File: src/rtl/spim_pkg.sv
package spim_pkg;

  localparam int WORD_W   = 32;
  localparam int LEN_W    = 6;
  localparam int TGT_W    = 2;

  localparam logic [7:0] ADDR_DIV  = 8'd0;
  localparam logic [7:0] ADDR_CTRL = 8'd1;
  localparam logic [7:0] ADDR_DATA = 8'd2;

  typedef struct packed {
    logic             sample_rise;
    logic             launch_rise;
    logic [LEN_W-1:0] nbits;
    logic [TGT_W-1:0] tgt;
  } spim_cfg_t;

  function automatic spim_cfg_t unpack_ctrl(input logic [WORD_W-1:0] w);
    spim_cfg_t c;
    c.tgt         = w[1:0];
    c.nbits       = w[13:8];
    c.launch_rise = w[16];
    c.sample_rise = w[17];
    return c;
  endfunction

  function automatic logic [LEN_W-1:0] clamp_len(input logic [LEN_W-1:0] n);
    if (n == '0 || n > LEN_W'(WORD_W)) return LEN_W'(WORD_W);
    return n;
  endfunction

endpackage

File: src/rtl/spim_regs.sv
module spim_regs
  import spim_pkg::*;
#(
  parameter int DIV_W = 16
) (
  input  logic                 clk,
  input  logic                 rst,
  input  logic                 set_stb,
  input  logic [7:0]           set_addr,
  input  logic [WORD_W-1:0]    set_data,
  input  logic                 idle,
  output logic [DIV_W-1:0]     div_q,
  output spim_cfg_t            cfg_q,
  output logic                 start
);

  wire unused_set_bits = ^set_data;

  assign start = set_stb && (set_addr == ADDR_DATA) && idle;

  always_ff @(posedge clk) begin
    if (rst) begin
      div_q <= DIV_W'(1);
      cfg_q <= '0;
    end else if (set_stb) begin
      if (set_addr == ADDR_DIV)  div_q <= set_data[DIV_W-1:0];
      if (set_addr == ADDR_CTRL) cfg_q <= unpack_ctrl(set_data);
    end
  end

endmodule

File: src/rtl/spim_edge_gen.sv
module spim_edge_gen #(
  parameter int DIV_W = 16
) (
  input  logic             clk,
  input  logic             rst,
  input  logic             run,
  input  logic [DIV_W-1:0] div,
  output logic             rise_ev,
  output logic             fall_ev,
  output logic             sclk
);

  localparam int CW = DIV_W + 1;

  logic [CW-1:0] cnt;
  logic [CW-1:0] period;
  logic [CW-1:0] hi_len;
  logic [CW-1:0] lo_len;

  assign period  = CW'(div) + CW'(1);
  assign hi_len  = period >> 1;
  assign lo_len  = period - hi_len;
  assign rise_ev = run && (cnt == lo_len - CW'(1));
  assign fall_ev = run && (cnt == CW'(div));

  always_ff @(posedge clk) begin
    if (rst || !run) begin
      cnt  <= '0;
      sclk <= 1'b0;
    end else begin
      cnt <= fall_ev ? '0 : cnt + CW'(1);
      if (rise_ev)      sclk <= 1'b1;
      else if (fall_ev) sclk <= 1'b0;
    end
  end

  AST_EDGE_EXCL: assert property (@(posedge clk) disable iff (rst)
    !(rise_ev && fall_ev));
  AST_FALL_FROM_HIGH: assert property (@(posedge clk) disable iff (rst)
    fall_ev |-> sclk);

endmodule

File: src/rtl/spim_shift.sv
module spim_shift
  import spim_pkg::*;
(
  input  logic              clk,
  input  logic              rst,
  input  logic              load,
  input  logic              active,
  input  logic [WORD_W-1:0] payload,
  input  spim_cfg_t         cfg,
  input  logic              rise_ev,
  input  logic              fall_ev,
  input  logic              miso,
  output logic              mosi,
  output logic [WORD_W-1:0] rx,
  output logic              last_fall
);

  logic [WORD_W-1:0] txsr;
  logic [LEN_W-1:0]  len_q;
  logic [LEN_W-1:0]  bitcnt;
  logic              launch_rise_q;
  logic              sample_rise_q;
  logic              launch_ev;
  logic              sample_ev;

  assign launch_ev = launch_rise_q ? rise_ev : fall_ev;
  assign sample_ev = sample_rise_q ? rise_ev : fall_ev;
  assign last_fall = fall_ev && (bitcnt == len_q - LEN_W'(1));

  always_ff @(posedge clk) begin
    if (rst) begin
      txsr          <= '0;
      rx            <= '0;
      len_q         <= LEN_W'(WORD_W);
      bitcnt        <= '0;
      mosi          <= 1'b0;
      launch_rise_q <= 1'b0;
      sample_rise_q <= 1'b0;
    end else if (load) begin
      len_q         <= clamp_len(cfg.nbits);
      launch_rise_q <= cfg.launch_rise;
      sample_rise_q <= cfg.sample_rise;
      rx            <= '0;
      bitcnt        <= '0;
      if (cfg.launch_rise) begin
        txsr <= payload;
        mosi <= 1'b0;
      end else begin
        txsr <= payload << 1;
        mosi <= payload[WORD_W-1];
      end
    end else begin
      if (launch_ev) begin
        mosi <= txsr[WORD_W-1];
        txsr <= txsr << 1;
      end
      if (sample_ev) rx <= {rx[WORD_W-2:0], miso};
      if (fall_ev)   bitcnt <= bitcnt + LEN_W'(1);
    end
  end

  AST_BITCNT_BOUND: assert property (@(posedge clk) disable iff (rst)
    active |-> (bitcnt < len_q));

endmodule

File: src/rtl/spi_master_engine.sv
module spi_master_engine
  import spim_pkg::*;
#(
  parameter int NUM_TGT = 4,
  parameter int DIV_W   = 16
) (
  input  logic               clk,
  input  logic               rst,
  input  logic               set_stb,
  input  logic [7:0]         set_addr,
  input  logic [31:0]        set_data,
  input  logic               spi_miso,
  output logic               spi_sclk,
  output logic               spi_mosi,
  output logic [NUM_TGT-1:0] spi_cs_n,
  output logic               ready,
  output logic [31:0]        rd_data,
  output logic               rd_stb
);

  typedef enum logic [1:0] {ST_IDLE, ST_RUN, ST_TAIL} state_t;

  state_t            state;
  logic [DIV_W-1:0]  div_q;
  logic [DIV_W-1:0]  div_run;
  spim_cfg_t         cfg_q;
  logic              start;
  logic              run;
  logic              rise_ev;
  logic              fall_ev;
  logic              sh_mosi;
  logic              sh_last;
  logic [WORD_W-1:0] sh_rx;
  logic [NUM_TGT-1:0] sel_n;

  assign ready    = (state == ST_IDLE);
  assign run      = (state == ST_RUN);
  assign spi_mosi = !ready && sh_mosi;

  for (genvar g = 0; g < NUM_TGT; g++) begin : g_sel
    assign sel_n[g] = !(int'(cfg_q.tgt) == g);
  end

  spim_regs #(.DIV_W(DIV_W)) u_regs (
    .clk      (clk),
    .rst      (rst),
    .set_stb  (set_stb),
    .set_addr (set_addr),
    .set_data (set_data),
    .idle     (ready),
    .div_q    (div_q),
    .cfg_q    (cfg_q),
    .start    (start)
  );

  spim_edge_gen #(.DIV_W(DIV_W)) u_edge (
    .clk     (clk),
    .rst     (rst),
    .run     (run),
    .div     (div_run),
    .rise_ev (rise_ev),
    .fall_ev (fall_ev),
    .sclk    (spi_sclk)
  );

  spim_shift u_shift (
    .clk       (clk),
    .rst       (rst),
    .load      (start),
    .active    (run),
    .payload   (set_data),
    .cfg       (cfg_q),
    .rise_ev   (rise_ev),
    .fall_ev   (fall_ev),
    .miso      (spi_miso),
    .mosi      (sh_mosi),
    .rx        (sh_rx),
    .last_fall (sh_last)
  );

  always_ff @(posedge clk) begin
    if (rst) begin
      state    <= ST_IDLE;
      div_run  <= DIV_W'(1);
      spi_cs_n <= '1;
      rd_stb   <= 1'b0;
      rd_data  <= '0;
    end else begin
      rd_stb <= 1'b0;
      unique case (state)
        ST_IDLE: if (start) begin
          state    <= ST_RUN;
          div_run  <= (div_q == '0) ? DIV_W'(1) : div_q;
          spi_cs_n <= sel_n;
        end
        ST_RUN: if (sh_last) state <= ST_TAIL;
        ST_TAIL: begin
          state    <= ST_IDLE;
          spi_cs_n <= '1;
          rd_stb   <= 1'b1;
          rd_data  <= sh_rx;
        end
        default: state <= ST_IDLE;
      endcase
    end
  end

  AST_ONE_TARGET: assert property (@(posedge clk) disable iff (rst)
    $countones(~spi_cs_n) <= 1);
  AST_IDLE_LINES: assert property (@(posedge clk) disable iff (rst)
    ready |-> (!spi_sclk && !spi_mosi));
  AST_STB_AT_END: assert property (@(posedge clk) disable iff (rst)
    rd_stb |-> (ready && (&spi_cs_n) && $past(!ready)));
  AST_RD_HOLD: assert property (@(posedge clk) disable iff (rst)
    !rd_stb |-> $stable(rd_data));
  AST_READY_DROP: assert property (@(posedge clk) disable iff (rst)
    (ready && start) |=> !ready);

endmodule

File: config.mk
export PLATFORM = sky130hd
export DESIGN_NAME = spi_master_engine
export DESIGN_NICKNAME = d
export VERILOG_FILES = /design/src/rtl/spim_pkg.sv /design/src/rtl/spim_regs.sv /design/src/rtl/spim_edge_gen.sv /design/src/rtl/spim_shift.sv /design/src/rtl/spi_master_engine.sv
export SDC_FILE = /design/constraint.sdc
export NUM_CORES = 1
export LEC_CHECK = 0
export ABC_CLOCK_PERIOD_IN_PS = 10100
export BUFFER_PORTS_ARGS = -buffer_cell sky130_fd_sc_hd__buf_2
export CAP_MARGIN = 25
export CORE_AREA = 2 2 166 168
export CTS_BUF_LIST = sky130_fd_sc_hd__clkbuf_8
export DETAILED_ROUTE_END_ITERATION = 6
export DIE_AREA = 0 0 168 170
export PLACE_DENSITY = 0.61
export SYNTH_ARGS = -nofsm -noshare
export SYNTH_HDL_FRONTEND = slang
export SYNTH_SLANG_ARGS = --single-unit
File: constraint.sdc
create_clock -name clk -period 10.1 [get_ports clk]
set_input_delay 3.03 -clock clk [delete_from_list [all_inputs] [get_ports clk]]
set_output_delay 3.03 -clock clk [all_outputs]
set_load 0.01 [all_outputs]
==> impl_metrics.csv <==
group,metric,value,unit
synthesis,synth.area.top_cells,"dfxtp_1 38%, mux2i_1 13%, nand2_1 8.2%",
grt,overflow,0,
worst_setup_path,cp-start-kind,"input port",
pwr,peakVddDrop,0.0842,mV
run_status,status,"complete, no violations",
sta,final.setup.tns,0,ns
synthesis,syn_avg_cell_area,8.72,um^2
placement,port_buffers,83,
sta,slew_headroom,0.327,
placement,post_dp_cell_area,9710,um^2
synthesis,synth_xor_area_frac,0.0723,
cells_and_area,syn_to_final_growth,9.71,%
synthesis,syn-cell-area,9290,um^2
worst_setup_path,path_class,"in2reg",
die,initial_core_util,0.348,
grt,use_met2,0.259,
worst_setup_path,arrival,5.46,ns
sta,post-route-period-util,0.504,
die,die_area,28600,um^2
synthesis,synthArstFlopShare,0,
grt,grt_pass1_wl,35000,um
synthesis,synth.most_common_cell,"nand2_1",
cells_and_area,multi_input_area,5120,um^2
pwr,powerDensity,126,nW/um^2
sta,fmax,197,MHz
worst_setup_path,end_kind,"flip-flop",
clocking,numCtsBuffers,17,
placement,gp_congestion,0.867,
clocking,clkLatencyLatePin,0.46,ns
sta,rsz0062_at_grt,"no",
drt,drcViolationCount,0,
grt,grt.met1_usage,0.193,
grt,top_usage_layer,"met2",
cells_and_area,regArea,3560,um^2
sta,worst_pin_slew,1.01,ns
grt,antenna_found_initial,0,
synthesis,synthesis.instances,1065,
synthesis,synthSimpleGateAreaFrac,0.194,
drt,wire_per_inst,14.6,um
drt,ant_nets,0,
clocking,cts_tree,"yes",
placement,dp_hpwl,14900,um
clocking,cts_hold_buf,0,
synthesis,mappedNetlistNets,1130,
die,core_area,26700,um^2
drt,vias_per_cell,5.05,
clocking,cts.clk_slew.worst_paths,0.09,ns
cells_and_area,final_area,10200,um^2
drt,vias,7356,
sta,hold_violations,0,
grt,use_met3,0.0242,
cells_and_area,antenna_cells,0,
grt,grt_pass1_vias,6900,
clocking,post_cts_buffers,0,
sta,clock_skew,0.0185,ns
synthesis,synthAdderAreaFrac,0.0291,
clocking,cts_root_buf,"clkbuf_8",
clocking,cts_resized,0,
sta,setup_viol,0,
min_path,hp-class,"reg2reg",
synthesis,synth-compound-area-share,0.123,
synthesis,yosysTopAreaCell,"dfxtp_1",
cells_and_area,nNetsFinal,1167,
cells_and_area,drive_gt1_frac,0.135,
die,io_pins,84,
sta,drv_slew,0,
die,die_h,170,um
synthesis,synth.top_cells.by_count,"204 x nand2_1, 178 x dfxtp_1, 122 x mux2i_1, 80 x nor2_1, 64 x a21oi_1",
drt,wl,21200,um
drt,drt_iter0_markers,376,
drt,firstDrtPassIters,5,
worst_setup_path,cp_max_fo,82,
die,fp.dieW,168,um
grt,gr-usage-all-layers,0.150,
sta,min_period,5.09,ns
die,num_rows,60,
synthesis,ys.flop_type,"dfxtp_1",
clocking,htreeDepth,4,
clocking,clock_sinks,178,
grt,grt_max_degree,83,
synthesis,yosys-mux-area-fraction,0.131,
synthesis,synthDistinctLibCells,72,
cells_and_area,n_fill_cell,2684,
synthesis,synth_top_family_by_area,"simple AND/OR/NAND/NOR gates",
synthesis,yosys_warnings,0,
synthesis,synth_top_area_share,0.384,
synthesis,seq_area_frac_synth,0.384,
run,maxCapViolations,0,
synthesis,synth_seq_cells,178,
worst_setup_path,required,10.47,ns
pwr,p_leak,3.91,nW
clocking,clockBufferDepth,2,
synthesis,synth_edf_count,0,
-- registers in the layout (all words and copies together) (netlist names), 4 cells and up --
signal and cells:
div_run 16, rd_data 32, spi_cs_n 4, u_edge.cnt 17
u_regs.cfg_q 10, u_regs.div_q 16, u_shift.bitcnt 6, u_shift.len_q 6
u_shift.rx 32, u_shift.txsr 32
-- power by group --
group / leakage, nW / switching, mW / internal [mW]
Sequential: 1.43 / 0.000219 / 0.701
Clock: 0.217 / 0.274 / 0.278
Combinational: 2.26 / 0.0227 / 0.0109
-- stage by stage --
step                      total power [mW]  setup WS (ns)  std cells   util  hold WS [ns]
after floorplan                      0.737           5.24       1065      -         0.432
after global placement               0.752           4.64       1423  0.364         0.443
after detailed placement             0.752           4.61       1423  0.364         0.445
after CTS                             1.30           4.91       1455  0.382         0.460
after global routing                  1.33           4.74       1456  0.382         0.477
final                                 1.29           5.01       1456  0.382         0.456
-- cells in the final DEF (no fill, tap or decap), types with 17 or more instances in the layout --
master | netlist | layout
clkbuf_8 | 9 | 17
ha_1 | 20 | 20
buf_2 | 7 | 83
nor2_1 | 80 | 79
inv_1 | 29 | 28
nand2_1 | 204 | 204
xor2_1 | 35 | 35
dfxtp_1 | 178 | 177
o21ai_0 | 19 | 19
nand3_1 | 25 | 25
mux2i_1 | 122 | 122
o211ai_1 | 36 | 36
a21oi_1 | 64 | 64
xnor2_1 | 38 | 38
-- per-layer routing --
layer,part of all wire,vias to the layer above
met5,0,-
met3,0.028,24
met4,0.017,0
met1,0.48,3460
li1,-,3762
met2,0.48,110
-- worst max-delay path, cell delays in order --
cell and delay, ns:
buf_2 0.09, nor4b_1 0.29, nand2_1 0.15, inv_1 0.09
and4b_2 0.22, buf_4 0.62, nand2_1 0.15, nor2_1 0.60
nand2_1 0.11, o21ai_0 0.09
-- path summary, 6_finish.rpt --
path	from	endpoint	slack (ns)	cells past startpoint
worst max-delay path	set_addr[4]	div_run[13]	5.01	10
worst min register to register	u_shift.rx[0]	rd_data[0]	0.46	2
worst max register to register	div_run[0]	u_shift.txsr[0]	5.05	16
worst min-delay path	u_shift.rx[0]	rd_data[0]	0.46	2
-- cells by family after synthesis --
kind of cell | Yosys count
simple gates | 395
flops | 178
compound gates | 169
mux | 122
buf+inv | 105
xor+xnor | 75
fa+ha+maj | 21
-- area by class of cell --
cell class	count	area share
clock inverters	15	0.0222
multi-input cells	782	0.502
well taps	341	0.0419
inverters	29	0.0107
clock buffers	17	0.0230
repair buffers	94	0.0501
flip-flops and latches	178	0.350
Power figures use the tool's default switching activity.
